==> src/rtl/rac_pkg.sv <==
package rac_pkg;

    localparam logic [1:0] KIND_READ  = 2'd0;
    localparam logic [1:0] KIND_WRITE = 2'd1;
    localparam logic [1:0] KIND_FETCH = 2'd2;

    localparam logic [1:0] CLS_NONE   = 2'd0;
    localparam logic [1:0] CLS_SINGLE = 2'd1;
    localparam logic [1:0] CLS_MULTI  = 2'd2;

    localparam int XSLOT_W  = 6;
    localparam int RWSLOT_W = 2;

    typedef enum logic {
        LOG_IDLE = 1'b0,
        LOG_HELD = 1'b1
    } log_state_e;

    // rights vector: [2] read, [1] write, [0] fetch
    function automatic logic [2:0] super_rights(input logic [1:0] code, input logic [2:0] user);
        logic [2:0] r;
        unique case (code)
            2'd0: r = 3'b111;
            2'd1: r = 3'b101;
            2'd2: r = 3'b110;
            default: r = user;
        endcase
        return r;
    endfunction

    function automatic logic rights_allow(input logic [2:0] r, input logic [1:0] kind);
        logic ok;
        if (kind == KIND_FETCH)      ok = r[0];
        else if (kind == KIND_WRITE) ok = r[1];
        else                         ok = r[2];
        return ok;
    endfunction

endpackage

==> src/rtl/rac_region_eval.sv <==
module rac_region_eval
    import rac_pkg::*;
#(
    parameter int ADDR_W       = 16,
    parameter int PID_W        = 8,
    parameter int MASTER_W     = 3,
    parameter int PRIV_MASTERS = 4,
    parameter int NUM_MASTERS  = 8,
    parameter int GRAIN_BITS   = 5
) (
    input  logic                                     valid,
    input  logic [ADDR_W-1:0]                        lo,
    input  logic [ADDR_W-1:0]                        hi,
    input  logic [PRIV_MASTERS*XSLOT_W-1:0]          xperm,
    input  logic [(NUM_MASTERS-PRIV_MASTERS)*RWSLOT_W-1:0] rwperm,
    input  logic [PID_W-1:0]                         tag,
    input  logic [PID_W-1:0]                         tagmask,
    input  logic [ADDR_W-1:0]                        addr,
    input  logic [MASTER_W-1:0]                      master,
    input  logic [1:0]                               kind,
    input  logic                                     sup,
    input  logic [PID_W-1:0]                         pid,
    output logic                                     hit,
    output logic                                     allow
);

    localparam int PLAIN_MASTERS = NUM_MASTERS - PRIV_MASTERS;

    logic [ADDR_W-1:0]   lo_eff;
    logic [ADDR_W-1:0]   hi_eff;
    logic [XSLOT_W-1:0]  xslot;
    logic [RWSLOT_W-1:0] rwslot;
    logic                is_priv;
    logic                is_plain;
    logic                tag_ok;
    logic [2:0]          eff;

    assign lo_eff = {lo[ADDR_W-1:GRAIN_BITS], {GRAIN_BITS{1'b0}}};
    assign hi_eff = {hi[ADDR_W-1:GRAIN_BITS], {GRAIN_BITS{1'b1}}};

    always_comb begin
        xslot    = '0;
        rwslot   = '0;
        is_priv  = 1'b0;
        is_plain = 1'b0;
        for (int m = 0; m < PRIV_MASTERS; m++) begin
            if (master == MASTER_W'(m)) begin
                xslot   = xperm[m*XSLOT_W +: XSLOT_W];
                is_priv = 1'b1;
            end
        end
        for (int m = 0; m < PLAIN_MASTERS; m++) begin
            if (master == MASTER_W'(PRIV_MASTERS + m)) begin
                rwslot   = rwperm[m*RWSLOT_W +: RWSLOT_W];
                is_plain = 1'b1;
            end
        end
    end

    assign tag_ok = !(is_priv && xslot[5]) || (((pid ^ tag) & ~tagmask) == '0);
    assign hit    = valid && (addr >= lo_eff) && (addr <= hi_eff) && tag_ok;

    always_comb begin
        eff = sup ? super_rights(xslot[4:3], xslot[2:0]) : xslot[2:0];
        if (is_priv)
            allow = rights_allow(eff, kind);
        else if (is_plain)
            allow = rights_allow({rwslot[1], rwslot[0], 1'b0}, kind);
        else
            allow = 1'b0;
    end

endmodule

==> config.mk <==
export PLATFORM = sky130hd
export DESIGN_NAME = rac_region_eval
export DESIGN_NICKNAME = d
export VERILOG_FILES = /design/src/rtl/rac_pkg.sv /design/src/rtl/rac_region_eval.sv
export SDC_FILE = /design/constraint.sdc
export NUM_CORES = 1
export LEC_CHECK = 0
export BUFFER_PORTS_ARGS = -buffer_cell sky130_fd_sc_hd__buf_2
export CAP_MARGIN = 30
export CORE_AREA = 8 8 66 73
export DETAILED_ROUTE_END_ITERATION = 8
export DIE_AREA = 0 0 74 81
export PLACE_DENSITY = 0.69
export SLEW_MARGIN = 5
export SYNTH_ARGS = -nofsm -noshare
export SYNTH_HDL_FRONTEND = slang
export SYNTH_SLANG_ARGS = --single-unit
==> constraint.sdc <==
create_clock -name vclk -period 3.5
set_input_delay 0.7 -clock vclk [all_inputs]
set_output_delay 0.7 -clock vclk [all_outputs]
set_load 0.05 [all_outputs]
==> out/qor.csv, run 1 <==
metric;value;unit
status;completed;
Total GRT Usage;0.109;
Setup Total Neg Slack;0;ns
Synth Instances;132;
grt ovf;0;
fmax;328;MHz
gpl congestion;0.737;
Clock Power Share;0;
post-synthesis instance area;1040;µm²
fill count;393;
commonest non-fill, non-tap cells in the layout;buf_2 (103), inv_1 (25), ha_1 (22);
Routed Antenna Nets;0;
vias after detailed routing;1310;
layout cell share with drive strength beyond 1;0.481;
Port Buffer Count;103;
worst-path fanout max;2;
CP Class;input port to output pin;
Yosys top cell area share;0.264;
Arr. time, crit path;2.35;ns
Vias/cell;4.63;
final WL;3590;µm
hold crit path type;input port to output pin;
Ys Warns;0;
dpl hpwl;3410;µm
leading area contributor after synthesis;ha_1;
Post-CTS Setup Inserts;0;
nature of the critical path endpoint;output pin;
minimum clock period;3.05;ns
n_diodes;0;
Area contributors post-synth;ha_1 (26%), inv_1 (9.0%), mux2i_1 (6.7%), xnor2_1 (6.7%), mux4_1 (5.0%);
DRC errors left;0;
Die Wd;74;µm
Worst Path Required;2.80;ns
syn nets;265;
global-route wire length before repair;5530;µm
Unique masters post-synth;37;
fin nets;368;
largest net degree at the start of global routing;14;
Area Growth Syn to Fin;53.9;%
vias in the first global route;1376;
Worst VDD drop;0.0661;mV
Worst-Margin Slew;0.413;ns
Iteration-0 DRC Markers;12;
Die Y;81;µm
Max-slew headroom;0.717;
Placement Setup Slack;0.427;ns
hold bufs inserted after CTS;0;
Logic pwr share;1.000;
Pint;0.0000984;W
Setup WS post-layout;0.449;ns
Lkg Pwr;0.957;nW
# setup viols final;0;
antenna violations before repair;0;
Net Sw Frac;0.454;
post_cts resized;0;
Power per Cell Area;112;nW/µm²
Avg WL per Cell;12.7;µm
RSZ-0062 raised after global routing;no;
Final Hold Vio Count;0;
Starting Density;0.290;
Reg area;0;µm²
synthesized area per cell;7.90;µm²
sw power;0.0000819;W
leading cell type in the layout, fill and taps excluded;buf_2;
critical path launch point type;input port;
router iterations before antenna repair;4;
Site Rows;23;
Final Max Slew Viols;0;
MaxCap Viol Count;0;
sequential cell count;0;
IO Count;113;
Final period util;0.872;
post-synthesis sequential area ratio;0;
Die ar.;5990;µm²
core box area;3600;µm²
clkbuf count;0;
register share of total power;0;
[through the flow]
step           instance area, µm²  power (W)   util  hold WS [ns]  std cells
2_1_floorplan                1040   0.000102      -          1.65        132
3_3_place_gp                 1600   0.000177  0.446          1.80        283
3_5_place_dp                 1600   0.000181  0.446          1.81        283
4_1_cts                      1600   0.000182  0.446          1.81        283
5_1_grt                      1600   0.000203  0.446          1.84        283
6_report                     1600   0.000180  0.446          1.80        283
[area by class of cell]
| cell class | instances | area (µm²) | area share |
|---|---|---|---|
| Timing Repair Buffer | 103 | 515 | 0.321 |
| Tap cell | 50 | 62.6 | 0.0390 |
| Inverter | 25 | 93.8 | 0.0585 |
| Multi-Input combinational cell | 105 | 932 | 0.581 |
[critical path, cell delays in order]
cell      delay (ns)
buf_2           0.07
inv_1           0.03
ha_1            0.29
and3b_1         0.18
a221oi_1        0.27
o21ai_0         0.19
a311oi_1        0.30
nor3_1          0.09
buf_2           0.22
[layer usage]
metal  part of all wire  wire, µm  up-vias  track usage
met5                  0         0        -            0
met3              0.084       301        2       0.0234
met1               0.39      1390      555        0.114
met4             0.0042        15        0      0.00600
li1                   -         -      696            -
met2               0.52      1880       57        0.220
[cells by family after synthesis]
family | synth area share
and+or+nand+nor | 0.187
buffers and inverters | 0.106
xor gates and xnor gates | 0.0672
muxes | 0.172
AOI/OAI and AO/OA | 0.204
adders and majority gates | 0.264
[Yosys cell counts, types with 2 or more instances]
master     n
inv_1     25
ha_1      22
a21oi_1    8
xnor2_1    8
mux2i_1    7
o21ai_0    7
nand2_1    5
o22ai_1    5
a21o_1     4
nand4_1    4
nor4_1     3
a221oi_1   2
and2b_2    2
and3_1     2
mux4_1     2
mux4_2     2
nand3_1    2
nand3b_1   2
nor2_1     2
[power by group through the flow]
stage	combinational, W	sequential, W	clock [W]
5_1_grt	0.000203	0	0
2_1_floorplan	0.000102	0	0
4_1_cts	0.000182	0	0
6_report	0.000180	0	0
3_3_place_gp	0.000177	0	0
3_5_place_dp	0.000181	0	0
[worst paths after layout]
kind,depth (start not counted),slack (ns),from,end
max,9,0.45,lo[6],hit
min,4,1.80,valid,hit
Power figures use the tool's default switching activity.
==> run 2, diff against run 1 <==
SETUP_SLACK_MARGIN = 0.4   (was not set)
clock period = 3.2 ns   (was 3.5 ns; I/O delays follow)
==> run 2 against run 1 <==
Die area unchanged. Utilization increased by 6.2 points. Routed wire length increased by 9.2%. Global-route usage increased by 0.85 points. Critical endpoint unchanged. Power increased by 36%. Sequential cell count unchanged. First-iteration DRC count increased by 130%. Non-clock buffer count increased by 2. Hold slack got worse by 0.078 ns. Critical path type unchanged. Cell area increased by 14%.
==> out/qor.csv, run 2 (synthesized netlist as in run 1, its figures left out) <==
metric;value;unit
slowest CP cell;a311oi_2;
router iterations before antenna repair;2;
commonest non-fill, non-tap cells in the layout;buf_2 (97), inv_1 (21), ha_1 (13);
Port Buffer Count;103;
Critical Path Start;lo[8];
worst-path fanout max;2;
Final Max Slew Viols;0;
final WL;3920;µm
Arr. time, crit path;2.12;ns
vias after detailed routing;1330;
minimum clock period;2.76;ns
leading cell type in the layout, fill and taps excluded;buf_2;
Starting Density;0.290;
# setup viols final;0;
fin nets;370;
hold crit path type;input port to output pin;
fill count;351;
Setup WS post-layout;0.440;ns
CP max stage delay;0.34;ns
fmax;362;MHz
Lkg Pwr;0.980;nW
Die Y;81;µm
Placement Setup Slack;0.127;ns
Reg area;0;µm²
Site Rows;23;
Total GRT Usage;0.117;
dpl hpwl;3340;µm
IO Count;113;
Post-Layout Cell Count;285;
placed cell count;283;
hold bufs inserted after CTS;0;
critical path cell sequence;buf_2 -> inv_1 -> ha_4 -> a21o_1 -> a221oi_2 -> o21ai_1 -> a311oi_2 -> nor3_4 -> buf_6;
Setup Total Neg Slack;0;ns
depth of the worst hold-timing path;4;
Routed Antenna Nets;0;
largest net degree at the start of global routing;14;
global-route wire length before repair;5950;µm
vias in the first global route;1433;
Vias/cell;4.67;
clkbuf count;0;
design area;1830;µm²
Die ar.;5990;µm²
status;completed;
Final period util;0.863;
Worst Path Required;2.56;ns
Area Growth Syn to Fin;75.3;%
Worst Setup EP;hit;
antenna violations before repair;0;
sequential cell count;0;
Max-slew headroom;0.761;
n_diodes;0;
Avg WL per Cell;13.7;µm
core box area;3600;µm²
layout cell share with drive strength beyond 1;0.591;
dpl cell area;1620;µm²
grt ovf;0;
RSZ-0062 raised after global routing;yes;
CP Class;input port to output pin;
Worst VDD drop;0.0827;mV
DRC errors left;0;
nature of the critical path endpoint;output pin;
Die Wd;74;µm
Power per Cell Area;134;nW/µm²
Worst-Margin Slew;0.350;ns
Final Hold Vio Count;0;
gpl congestion;0.763;
MaxCap Viol Count;0;
total power;0.000245;W
Iteration-0 DRC Markers;28;
critical path launch point type;input port;
## run 2: cell types whose count changed in the layout (fill, tap and decap cells not counted), sizes merged
cell  before  now
buf      103  105
## run 2: where the power goes
group | total (W) | switching (W) | leakage [nW] | internal, W
clock | 0 | 0 | 0 | 0
combinational | 0.000245 | 0.000110 | 0.980 | 0.000135
sequential | 0 | 0 | 0 | 0
## run 2: repair_timing
| item | 4_1_cts | 5_1_grt |
|---|---|---|
| resized for setup | 7 | 29 |
| endpoints found under the hold margin | 0 | 0 |
| buffers inserted | 0 | 2 |
| setup endpoints to repair | 2 | 2 |
| pin swaps | 2 | 19 |
## run 2: per-stage QoR
step                hold WS, ns  utilization
floorplan                  1.50            -
global placement           1.77        0.450
detailed placement         1.77        0.450
CTS                        1.72        0.458
global route               1.74        0.508
finish                     1.72        0.508
## run 2: how the worst min path moves through the flow
stage,start,end,slack (ns)
global route,valid,hit,1.74
global placement,valid,hit,1.77
floorplan,valid,hit,1.50
detailed placement,valid,hit,1.77
finish,valid,hit,1.72
CTS,valid,hit,1.72
## run 2: final cells by class
type	count	area [µm²]	share of cell area
Tap cell	50	62.6	0.0342
Inverter	25	93.8	0.0514
Timing Repair Buffer	105	564	0.309
Multi-Input combinational cell	105	1110	0.605
## run 2: metal layers
metal | GRT usage | routed length, µm | vias to the layer above
met5 | 0 | 0 | -
met4 | 0.00400 | 20 | 0
met3 | 0.0394 | 373 | 2
met2 | 0.232 | 2160 | 51
met1 | 0.120 | 1360 | 575
li1 | - | - | 702
## run 2: worst max-delay path: cells and delay by family
kind / cells / cell delay (ns)
and+or+nand+nor: 1 / 0.06
buffers and inverters: 3 / 0.34
AOI/OAI and AO/OA: 4 / 0.86
adders and majority gates: 1 / 0.21
==> run 3, diff against run 2 <==
ABC_CLOCK_PERIOD_IN_PS = 3200   (was not set)
RECOVER_POWER = 100   (was not set)
==> run 3 against run 2 <==
Sequential cell count did not move. Sequential share of layout area did not move. Hold slack barely moved. Utilization fell by 0.28 points. Non-clock buffer count did not move. Largest power group unchanged.
==> out/qor.csv, run 3 (synthesized netlist as in run 1, its figures left out) <==
metric;value;unit
CP max stage delay;0.46;ns
minimum clock period;2.87;ns
n_diodes;0;
# setup viols final;0;
final WL;3950;µm
Site Rows;23;
Final Hold Vio Count;0;
vias in the first global route;1433;
commonest non-fill, non-tap cells in the layout;buf_2 (97), inv_1 (21), ha_1 (13);
Worst VDD drop;0.0814;mV
status;completed;
Post-Layout Cell Count;285;
Post-Route M1 WL;1390;µm
placed cell count;283;
layout cell share with drive strength beyond 1;0.583;
met2 WL post-DR;2160;µm
Lkg Pwr;0.978;nW
worst-path fanout max;2;
Iteration-0 DRC Markers;24;
hold crit path type;input port to output pin;
IO Count;113;
Die ar.;5990;µm²
Vias/cell;4.67;
Arr. time, crit path;2.23;ns
Die Wd;74;µm
fin nets;370;
RSZ-0062 raised after global routing;yes;
vias after detailed routing;1332;
critical path cell sequence;buf_2 -> inv_1 -> ha_4 -> a21o_1 -> a221oi_2 -> o21ai_1 -> a311oi_1 -> nor3_4 -> buf_6;
Port Buffer Count;103;
slowest CP cell;a311oi_1;
core box area;3600;µm²
Final Max Slew Viols;0;
Top Metal Used;met4;
leading cell type in the layout, fill and taps excluded;buf_2;
gpl congestion;0.763;
router iterations before antenna repair;4;
sequential cell count;0;
critical path launch point type;input port;
delay-heaviest family, CP;compound AO/OA/AOI/OAI gates;
MaxCap Viol Count;0;
Worst Path Required;2.56;ns
largest net degree at the start of global routing;14;
WL met3;377;µm
Starting Density;0.290;
total power;0.000242;W
Total GRT Usage;0.117;
grt ovf;0;
Area Growth Syn to Fin;74.3;%
Worst-Margin Slew;0.451;ns
Multi-input gate area;1100;µm²
fill count;354;
Power per Cell Area;133;nW/µm²
Setup Total Neg Slack;0;ns
nature of the critical path endpoint;output pin;
WP buf/inv;3;
Final period util;0.897;
dpl hpwl;3340;µm
fmax;348;MHz
DRC errors left;0;
Routed Antenna Nets;0;
hold bufs inserted after CTS;0;
CP Class;input port to output pin;
Avg WL per Cell;13.8;µm
global-route wire length before repair;5950;µm
Max-slew headroom;0.697;
Reg area;0;µm²
clkbuf count;0;
Die Y;81;µm
antenna violations before repair;0;
run 3: per-layer routing:
metal,global-route usage,up-vias
li1,-,702
met1,0.120,577
met2,0.232,51
met3,0.0394,2
met4,0.00400,0
met5,0,-
run 3: timing repair:
action / CTS / global route
resized for setup: 7 / 29
endpoints found under the setup margin: 2 / 2
hold endpoints to repair: 0 / 0
buffers inserted: 0 / 2
pin swaps: 2 / 19
run 3: metrics by stage:
step / cell area, µm² / hold slack, ns / util / setup slack (ns)
2_1_floorplan: 1060 / 1.50 / - / 0.487
5_1_grt: 1820 / 1.74 / 0.505 / 0.241
3_5_place_dp: 1620 / 1.77 / 0.450 / 0.127
3_3_place_gp: 1620 / 1.77 / 0.450 / 0.134
4_1_cts: 1650 / 1.72 / 0.458 / 0.397
6_report: 1820 / 1.72 / 0.505 / 0.330
run 3: layout make-up:
class                      instances  area share
tap                               50      0.0344
timing repair buffer             105       0.311
inverter                          25      0.0517
multi-input combinational        105       0.603
run 3: final timing paths:
check	startpoint	slack (ns)	to	cells after the start
worst max-delay path	lo[8]	0.33	hit	9
worst min-delay path	valid	1.72	hit	4
run 3: report_power, final:
part | internal (W) | total (W) | switching [W]
sequential | 0 | 0 | 0
combinational | 0.000134 | 0.000242 | 0.000109
clock | 0 | 0 | 0
total | 0.000134 | 0.000242 | 0.000109
